==> config.mk <==
export PLATFORM = sky130hd
export DESIGN_NAME = lcd_seg_mem
export DESIGN_NICKNAME = d
export VERILOG_FILES = /design/src/rtl/lcd_seg_pkg.sv /design/src/rtl/lcd_seg_bank.sv /design/src/rtl/lcd_seg_drive.sv /design/src/rtl/lcd_seg_mem.sv
export SDC_FILE = /design/constraint.sdc
export NUM_CORES = 1
export LEC_CHECK = 0
export ABC_CLOCK_PERIOD_IN_PS = 2450
export BUFFER_PORTS_ARGS = -buffer_cell sky130_fd_sc_hd__clkbuf_2
export CAP_MARGIN = 20
export CORE_AREA = 8 8 333 335
export DETAILED_ROUTE_END_ITERATION = 7
export DIE_AREA = 0 0 341 343
export PLACE_DENSITY_LB_ADDON = 0.2
export SLEW_MARGIN = 20
export SYNTH_ARGS = -nofsm -noshare
export SYNTH_HDL_FRONTEND = slang
export SYNTH_SLANG_ARGS = --single-unit
==> constraint.sdc <==
create_clock -name clk_i -period 2.45 [get_ports clk_i]
set_input_delay 0 -clock clk_i [delete_from_list [all_inputs] [get_ports clk_i]]
set_output_delay 0 -clock clk_i [all_outputs]
set_load 0.02 [all_outputs]
==> src/rtl/lcd_seg_pkg.sv <==
package lcd_seg_pkg;
  typedef enum logic {
    BANK_ONOFF = 1'b0,
    BANK_BLINK = 1'b1
  } bank_e;

  localparam int unsigned NUM_BANKS = 2;
endpackage

==> src/rtl/lcd_seg_bank.sv <==
module lcd_seg_bank #(
  parameter int unsigned NUM_FP = 32,
  parameter int unsigned NUM_BP = 8,
  localparam int unsigned AW = $clog2(NUM_FP),
  localparam int unsigned VW = NUM_FP * NUM_BP
) (
  input  logic              clk_i,
  input  logic              rst_ni,
  input  logic              sel_i,
  input  logic              wr_en_i,
  input  logic              clr_i,
  input  logic [AW-1:0]     addr_i,
  input  logic [NUM_BP-1:0] wdata_i,
  output logic [NUM_BP-1:0] rbyte_o,
  output logic [VW-1:0]     mem_o
);
  logic [NUM_BP-1:0] row_q [NUM_FP];
  logic              clr_hit;
  logic              wr_hit;

  assign clr_hit = sel_i & clr_i;
  assign wr_hit  = sel_i & wr_en_i;

  // No reset on storage: contents undefined until written.
  for (genvar fp = 0; fp < NUM_FP; fp++) begin : g_row
    always_ff @(posedge clk_i) begin
      if (clr_hit) begin
        row_q[fp] <= '0;
      end else if (wr_hit && (addr_i == AW'(fp))) begin
        row_q[fp] <= wdata_i;
      end
    end
    assign mem_o[fp*NUM_BP +: NUM_BP] = row_q[fp];
  end

  assign rbyte_o = row_q[addr_i];

  AST_CLR_ZEROES: assert property (@(posedge clk_i) disable iff (!rst_ni)
    clr_hit |=> (mem_o == '0));

  AST_WR_LANDS: assert property (@(posedge clk_i) disable iff (!rst_ni)
    (wr_hit && !clr_i) |=> (rbyte_o == $past(wdata_i) || addr_i != $past(addr_i)));

  AST_IDLE_HOLDS: assert property (@(posedge clk_i) disable iff (!rst_ni)
    !(clr_hit || wr_hit) |=> $stable(mem_o));
endmodule

==> src/rtl/lcd_seg_drive.sv <==
module lcd_seg_drive #(
  parameter int unsigned NUM_FP = 32,
  parameter int unsigned NUM_BP = 8,
  localparam int unsigned VW = NUM_FP * NUM_BP
) (
  input  logic              clk_i,
  input  logic              rst_ni,
  input  logic              mod_en_i,
  input  logic [NUM_FP-1:0] fp_en_i,
  input  logic [VW-1:0]     seg_on_i,
  output logic [VW-1:0]     seg_active_o,
  output logic [NUM_FP-1:0] fp_drive_o
);
  for (genvar fp = 0; fp < NUM_FP; fp++) begin : g_fp
    assign fp_drive_o[fp] = fp_en_i[fp] & mod_en_i;
    assign seg_active_o[fp*NUM_BP +: NUM_BP] =
      seg_on_i[fp*NUM_BP +: NUM_BP] & {NUM_BP{fp_drive_o[fp]}};
  end

  AST_OFF_DARK: assert property (@(posedge clk_i) disable iff (!rst_ni)
    !mod_en_i |-> (seg_active_o == '0 && fp_drive_o == '0));

  AST_ACTIVE_SUBSET: assert property (@(posedge clk_i) disable iff (!rst_ni)
    ((seg_active_o & ~seg_on_i) == '0));
endmodule

==> src/rtl/lcd_seg_mem.sv <==
module lcd_seg_mem
  import lcd_seg_pkg::*;
#(
  parameter int unsigned NUM_FP = 32,
  parameter int unsigned NUM_BP = 8,
  localparam int unsigned AW = $clog2(NUM_FP),
  localparam int unsigned VW = NUM_FP * NUM_BP
) (
  input  logic              clk_i,
  input  logic              rst_ni,
  input  logic              bank_sel_i,
  input  logic [AW-1:0]     addr_i,
  input  logic              wr_en_i,
  input  logic [NUM_BP-1:0] wdata_i,
  output logic [NUM_BP-1:0] rdata_o,
  input  logic              clear_i,
  input  logic              mod_en_i,
  input  logic [NUM_FP-1:0] fp_en_i,
  output logic [VW-1:0]     seg_on_o,
  output logic [VW-1:0]     blink_en_o,
  output logic [VW-1:0]     seg_active_o,
  output logic [NUM_FP-1:0] fp_drive_o
);
  logic [NUM_BP-1:0] rbyte [NUM_BANKS];
  logic [VW-1:0]     bank_vec [NUM_BANKS];

  for (genvar b = 0; b < NUM_BANKS; b++) begin : g_bank
    logic sel;
    assign sel = (bank_sel_i == b[0]);
    lcd_seg_bank #(.NUM_FP(NUM_FP), .NUM_BP(NUM_BP)) u_bank (
      .clk_i   (clk_i),
      .rst_ni  (rst_ni),
      .sel_i   (sel),
      .wr_en_i (wr_en_i),
      .clr_i   (clear_i),
      .addr_i  (addr_i),
      .wdata_i (wdata_i),
      .rbyte_o (rbyte[b]),
      .mem_o   (bank_vec[b])
    );
  end

  assign seg_on_o   = bank_vec[BANK_ONOFF];
  assign blink_en_o = bank_vec[BANK_BLINK];
  assign rdata_o    = (bank_e'(bank_sel_i) == BANK_BLINK) ? rbyte[BANK_BLINK]
                                                          : rbyte[BANK_ONOFF];

  lcd_seg_drive #(.NUM_FP(NUM_FP), .NUM_BP(NUM_BP)) u_drive (
    .clk_i        (clk_i),
    .rst_ni       (rst_ni),
    .mod_en_i     (mod_en_i),
    .fp_en_i      (fp_en_i),
    .seg_on_i     (seg_on_o),
    .seg_active_o (seg_active_o),
    .fp_drive_o   (fp_drive_o)
  );

  AST_BLINK_SPARED: assert property (@(posedge clk_i) disable iff (!rst_ni)
    (bank_sel_i == BANK_ONOFF) |=> $stable(blink_en_o));

  AST_ONOFF_SPARED: assert property (@(posedge clk_i) disable iff (!rst_ni)
    (bank_sel_i == BANK_BLINK) |=> $stable(seg_on_o));

  AST_EN_NO_TOUCH: assert property (@(posedge clk_i) disable iff (!rst_ni)
    (!wr_en_i && !clear_i) |=> ($stable(seg_on_o) && $stable(blink_en_o)));
endmodule

* Word-level counts from Yosys, hierarchy flattened
Memories as Yosys holds them, arrays and structs flattened.
Cells that the tools add are included.
** Word-level totals
- Bits in writable memories :: 512
- ROM bits :: 0
- Memories :: 2
- Bits in registers :: 0
- Latch bits :: 0
- Bits of input ports :: 51
- Output and inout bits :: 808
** Operators by class
- $mul :: 0
- Shifts and indexed selects :: 0
- Mux-type cells :: 261
- Add/subtract/negate cells :: 0
- Eq/ne operators :: 31
- Reduce and logical (&&, ||, !) cells :: 65
- Divide/modulo/power cells :: 0
- $lt $le $gt $ge :: 0
- Bitwise operators :: 133
** Memories
- g_bank[0].u_bank.row_q :: words 32, bits a word 8, rd ports 33, clocked after memory_dff 0, write ports 32, line lcd_seg_bank.sv:17 : logic [NUM_BP-1:0] row_q [NUM_FP];
- g_bank[1].u_bank.row_q :: words 32, bits a word 8, rd ports 33, clocked after memory_dff 0, write ports 32, line lcd_seg_bank.sv:17
** Operator list (number)
- two-way mux 8 bit :: 65
- AND 8 bit :: 32
- two-way mux 1 bit :: 196
- equality test 5 bit, second input constant :: 16
- logical AND 1 bit :: 64
- bitwise OR 1 bit :: 64
- equality test 5 x 4 -> 1 bit, second input constant :: 8
- AND 1 bit :: 36
- equality test 5 x 3 -> 1 bit, second input constant :: 4
- equality test 5 x 2 -> 1 bit, second input constant :: 2
- equality test 5 x 1 -> 1 bit, second input constant :: 1
- logical NOT 5 bit :: 1
- inverter 1 bit :: 1

* Logic depth before layout (Yosys ltp)
Gate-level depths: netlist of the first run.
- Depth in word-level cells :: 7
- Depth in mapped cells :: 9
- Depth with buffers taken out :: 5

* Cells and area by module
From an unflattened synthesis of the first run, not the netlist that was laid out.
** Unflattened totals
- Cell total of the unflattened synthesis :: 2013
- Area, all modules :: 26574.2 sq um
** By module, submodules not included
- lcd_seg_bank :: cells an instance 842, area an instance 12244.2 sq um, sequential area each 7687.4 sq um, times used 2
- lcd_seg_drive :: cells an instance 319, area an instance 1950.6 sq um, sequential area each 0.0 sq um, times used 1
- lcd_seg_mem :: cells an instance 10, area an instance 135.1 sq um, sequential area each 0.0 sq um, times used 1

* Least setup slack after synthesis of the first run
Ideal clock, no wire load.
- Path kind :: input to register
- From :: input port addr_i[1]
- To :: memory g_bank[0].u_bank.row_q[0][0] (enable)
- Setup time :: 384 ps
- Path slack :: 543 ps
- Stages on the path :: 7
- Arrival :: 1523 ps
- Cells stage by stage :: buf_6 buf_12 buf_12 nor2_2 nand2_1 buf_2 o21ai_0
** RTL lines
- start, declared :: line lcd_seg_mem.sv:12 : input logic [AW-1:0] addr_i,
- end, declared :: line lcd_seg_bank.sv:17

==> results_dict.tcl, run 1 <==
set metrics [dict create \
    clock.fmax_ghz 0.370 \
    hold_viol 0 \
    final_cells 4415 \
    syn_to_final_growth_pct 37.1 \
    postSynthCellCount 1947 \
    dp_slack_ns -0.164 \
    grt_pass1_wl_um 183000 \
    violations "setup timing" \
    initial_utilization_pct 24.6 \
    fillCellCount 10700 \
    synth_seq_cells 512 \
    routed_wl_um 137000 \
    synth_top_area_share_pct 59.1 \
    synth_nets 1998 \
    cts_max_level 2 \
    drt-initial-drc-count 1775 \
    finalWorstSetupSlack_ns -0.253 \
    post-route-period-util_pct 110 \
    syn_area_um2 26000 \
    run_status "finished with violations" \
    cts_buffers 60 \
    crit_type "register to output pin" \
    clockRootBuffer "clkbuf_16" \
    worstPathRequired_ns 2.45 \
    worst_path_largest_cell_delay_ns 0.54 \
    yosysWarningCount 0 \
    antenna_left 0 \
    hpwlAfterDp_um 105000 \
    drtPass1Iterations 6 \
    place_inst 4222 \
    relSlewSlack_pct 37.2 \
    cp_common_cell "a2111oi_4" \
    num_vias 20900 \
    cp_cell_sequence "mux4_2, a22o_1, a2111oi_4, buf_4, o21a_4, a2111oi_4, clkbuf_8" \
    core_area_um2 106000 \
    dieHeight_um 343 \
    worst_path_max_delay_cell "mux4_2" \
    cts_sinks 512 \
    drive_gt1_share_pct 45.7 \
    clockBufferDepth 3 \
    yosysUniqueCellTypes 44 \
    drv_cap 0 \
    setup_viol 5 \
    num_rows 120 \
    hp-start "wdata_i[5]" \
    synth.area.top_cells "edfxtp_1 (59%), and2_1 (13%), mux4_2 (7.7%)" \
    holdCritPathClass "input pin to register" \
    cp-end-kind "output pin" \
    reg_top3 "g_bank.u_bank.row_q (512)" \
    ir_worst_vdd_uv 525 \
    synth_area_leader_cell "edfxtp_1" \
    avgRoutedWirePerCell_um 30.9 \
    viasPerCell 4.74 \
    power.static_leakage_nw 14.5 \
    startpoint "g_bank[0].u_bank.row_q[7][4]" \
    start_kind "register" \
    gp_congestion 0.858 \
    synth_area_per_cell_um2 13.4 \
    largest_register_ffs 512 \
    ys_seq_area_share_pct 59.1 \
    fin_nets 3006 \
    rsz0062_at_grt "yes" \
    cp_data_arrival_time_ns 2.70 \
    die_area_um2 117000 \
    grt_pass1_vias 21200 \
    powerDensity_nw_per_um2 664 \
    die_x_um 341 \
    path_clk_slew_ns 0.06 \
    antenna_found_initial 11 \
    io_pins 859 \
    grt_max_degree 99 \
    async_flop_share_pct 0 \
    tightest_slew_ns 0.938 \
    critPathMaxFanout 3 \
    drv_slew 0 \
    period_minus_slack_ns 2.70 \
    synth_edf_count 512 \
    drc 0 \
    ys.flop_type "edfxtp_1" \
    grt_usage_pct 22.2 \
    top_register "g_bank.u_bank.row_q" \
    cts_tree "done" \
    grt.overflow.total 0 \
    portBuffers 857 \
]
==> critical path, delay by kind of cell, from the launching register on <==
kind | cells | cell delay, ns
AO/OA/AOI/OAI | 4 | 0.72
buffers and inverters | 2 | 0.38
flip-flops | 1 | 0.42
multiplexers | 1 | 0.54
==> layout by cell type (no fill, tap or decap), types with 4 or more instances in the layout <==
master,instances
a211o_1,11
a211oi_2,5
a211oi_4,5
a221oi_2,5
a22o_4,7
a22oi_2,12
and2_1,546
and3_1,256
buf_12,16
buf_4,228
clkbuf_1,12
clkbuf_16,61
clkbuf_2,844
clkbuf_8,5
clkinv_1,8
clkinv_2,15
clkinvlp_4,5
diode_2,7
edfxtp_1,512
inv_6,5
mux2_2,13
mux2i_1,64
mux4_1,5
mux4_2,91
nand2_1,38
nand2b_1,4
nand3_1,7
nor2_1,68
nor2b_1,4
o21ai_0,64
o22ai_1,19
o22ai_2,9
==> power breakdown <==
part           internal [mW]  total (mW)  leakage, nW  switching [mW]
Clock                   4.89        8.72        0.915            3.83
Combinational           1.45        4.36         9.39            2.91
Sequential              10.1        10.6         4.19           0.490
Total                   16.5        23.7         14.5            7.23
==> final timing paths <==
check	end	slack (ns)	depth (start not counted)
min	g_bank[0].u_bank.row_q[1][5]	0.03	3
max	rdata_o[4]	-0.25	7
==> through the flow <==
stage	util, %	instance area (um2)	power (mW)	setup TNS, ns	hold slack (ns)
floorplan	-	26000	12.7	0	0.183
global placement	30.9	32700	15.0	-0.590	0.437
detailed placement	30.9	32700	15.0	-0.599	0.444
CTS	33.4	35300	23.9	-1.23	0.0130
global route	33.7	35700	24.5	-1.23	0.00102
finish	33.7	35700	23.7	-0.643	0.0282
==> cell families (layout without fill, tap and decap cells) <==
group / after synthesis / in the layout / synth area share, %
muxes: 175 / 175 / 11.5
and+or+nand+nor: 937 / 937 / 21.6
other: 0 / 7 / 0
buffers and inverters: 156 / 1214 / 3.26
DFF: 512 / 512 / 59.1
AOI/OAI and AO/OA: 167 / 167 / 4.53
==> synth_stat cells, types with 2 or more instances <==
cell and number:
and2_1 546, edfxtp_1 512, and3_1 256, clkbuf_1 95, mux4_2 89, nor2_1 68, mux2i_1 66, o21ai_0 64
nand2_1 38, o22ai_1 24, buf_2 20, a22oi_1 14, buf_6 14, a211o_1 13, mux2_2 13, buf_4 11
a211oi_1 10, a22o_1 9, buf_1 9, o221ai_1 8, a21oi_1 7, mux4_1 7, nand3_1 7, a221oi_2 6
nor2b_1 6, buf_12 5, o22ai_2 5, nand2b_1 4, and2b_1 3, nor2_2 3, a2111oi_1 2
==> timing repair <==
| item | 4_1_cts | 5_1_grt |
|---|---|---|
| gates resized for setup | 73 | 21 |
| pin swaps | 13 | 14 |
| endpoints found under the hold margin | 33 | 0 |
| buffers inserted | 45 | 28 |
| setup endpoints to repair | 8 | 8 |
| hold buffers | 2 | 0 |
==> per-layer routing <==
layer	track usage [%]	vias up	wire, um
li1	-	9262	-
met1	27.0	10700	54700
met4	4.32	6	2620
met5	0	-	35
met3	5.83	123	9920
met2	39.6	859	69300
==> final cells by class <==
type	count	area, um2	share of cell area, %
timing repair buffer	1101	6400	18.0
tap	1403	1760	4.92
clock buffer	73	1570	4.41
inverter	1	3.75	0.0105
antenna	7	17.5	0.0491
sequential	512	15400	43.1
clock inverter	39	303	0.849
multi-input combinational	1279	10200	28.7
(Power assumes the default switching activity.)
==> inputs of run 2 (changes only) <==
- CELL_PAD_IN_SITES_DETAIL_PLACEMENT: default -> 0
- CELL_PAD_IN_SITES_GLOBAL_PLACEMENT: default -> 1
==> results_dict.tcl, run 2 (synthesis gave the netlist of run 1 again) <==
set metrics [dict create \
    run_status "finished with violations" \
    violations "setup timing" \
    clockRootBuffer "clkbuf_16" \
    portBuffers 857 \
    crit_type "register to output pin" \
    cts_max_level 2 \
    hold_depth 3 \
    io_pins 859 \
    antenna_found_initial 11 \
    rsz0062_at_grt "yes" \
    drv_slew 0 \
    core_area_um2 106000 \
    path_clk_slew_ns 0.06 \
    drive_gt1_share_pct 45.8 \
    relSlewSlack_pct 38.5 \
    stdcell_area_um2 35800 \
    p_sw_share_pct 30.2 \
    viasPerCell 4.88 \
    cts_sinks 512 \
    num_vias 21500 \
    initial_utilization_pct 24.6 \
    clock.fmax_ghz 0.378 \
    finalWorstSetupSlack_ns -0.196 \
    drtPass1Iterations 6 \
    period_minus_slack_ns 2.65 \
    place_inst 4218 \
    grt_max_degree 98 \
    final_common_cell "clkbuf_2" \
    post-route-period-util_pct 108 \
    cp.depth 7 \
    top_register "g_bank.u_bank.row_q" \
    cp.buffers_inverters 2 \
    mostFrequentLayoutCells "clkbuf_2 (842), and2_1 (545), edfxtp_1 (512)" \
    route.met3.wl_um 10900 \
    gp_congestion 0.911 \
    holdCritPathClass "input pin to register" \
    cts_tree "done" \
    start_kind "register" \
    drc 0 \
    cts_buffers 60 \
    hold_viol 0 \
    drv_cap 0 \
    antenna_left 0 \
    routed_wl_um 142000 \
    place_area_um2 32700 \
    worst_path_max_delay_cell "mux4_2" \
    finish.utilization_pct 33.8 \
    clockBufferDepth 3 \
    cp_top_family "compound AO/OA/AOI/OAI gates" \
    startpoint "g_bank[0].u_bank.row_q[1][4]" \
    p_clk_share_pct 36.7 \
    worstPathRequired_ns 2.45 \
    tns_ns -0.264 \
    p_seq_share_pct 44.6 \
    fin_nets 3016 \
    tightest_slew_ns 0.922 \
    power.static_leakage_nw 14.5 \
    dp_slack_ns -0.289 \
    die_area_um2 117000 \
    pwr-share-comb_pct 18.7 \
    hold_buffers 0 \
    drt-initial-drc-count 1801 \
    wl_met2_um 71900 \
    m1WireLength_um 55300 \
    highest_layer "met5" \
    critPathMaxFanout 3 \
    final_cells 4418 \
    hpwlAfterDp_um 110000 \
    num_rows 120 \
    cp_data_arrival_time_ns 2.65 \
    cp_cell_sequence "mux4_2, a22o_1, a2111oi_2, buf_4, o21a_4, a2111oi_4, clkbuf_8" \
    powerDensity_nw_per_um2 666 \
    cp-end-kind "output pin" \
    dieHeight_um 343 \
    switching_power_mw 7.19 \
    hp-start "wdata_i[5]" \
    grt.overflow.total 0 \
    hold_slack_ns 0.0341 \
    worst_path_largest_cell_delay_ns 0.53 \
    avgRoutedWirePerCell_um 32.1 \
    grt_pass1_wl_um 189000 \
    largest_register_ffs 512 \
    cp-endpoint "rdata_o[4]" \
    die_x_um 341 \
    ir_worst_vdd_uv 559 \
    syn_to_final_growth_pct 37.5 \
    reg_top3 "g_bank.u_bank.row_q (512)" \
    grt_pass1_vias 21500 \
    grt_usage_pct 22.9 \
    finalPower_mw 23.8 \
    setup_viol 2 \
    p_int_mw 16.6 \
]
## run 2: cell types whose count changed in the layout (fill, tap and decap cells not counted), sizes merged
cell and delta:
dlygate4sd3 -2, diode -4, buf +16, inv -4, clkbuf +2, bufinv +1, clkinv -6
## run 2: timing repair
action,in CTS,in global routing
buffers inserted,63,26
resized for setup,78,21
setup endpoints to repair,8,8
pin swaps,17,7
## run 2: how the worst min path moves through the flow
stage,to,slack [ns]
3_5_place_dp,fp_drive_o[27],0.44
5_1_grt,g_bank[1].u_bank.row_q[15][1],0.02
2_1_floorplan,fp_drive_o[1],0.18
3_3_place_gp,fp_drive_o[27],0.43
6_report,g_bank[0].u_bank.row_q[30][5],0.03
4_1_cts,g_bank[1].u_bank.row_q[14][7],0.00009
## run 2: layout make-up
class                   count  area, um2
fillers                 10700      70100
repair buffers           1111       6500
multi-input cells        1279      10200
diodes                      3       7.51
flip-flops and latches    512      15400
inverters                   1       3.75
clock inverters            30        273
well taps                1403       1760
clock buffers              79       1620
## run 2: layer usage
layer	global-route usage [%]	vias to the layer above
met2	40.8	980
met3	5.73	143
met5	0	-
met1	27.6	11200
li1	-	9253
met4	5.65	8
## run 2: power groups by stage
stage                     Clock, mW  Sequential [mW]  Combinational [mW]
after floorplan                   0             11.2                1.56
after global placement            0             10.9                4.16
after detailed placement          0             10.9                4.15
after CTS                      8.93             10.6                4.45
after global routing           9.23             10.7                4.66
final                          8.76             10.6                4.46
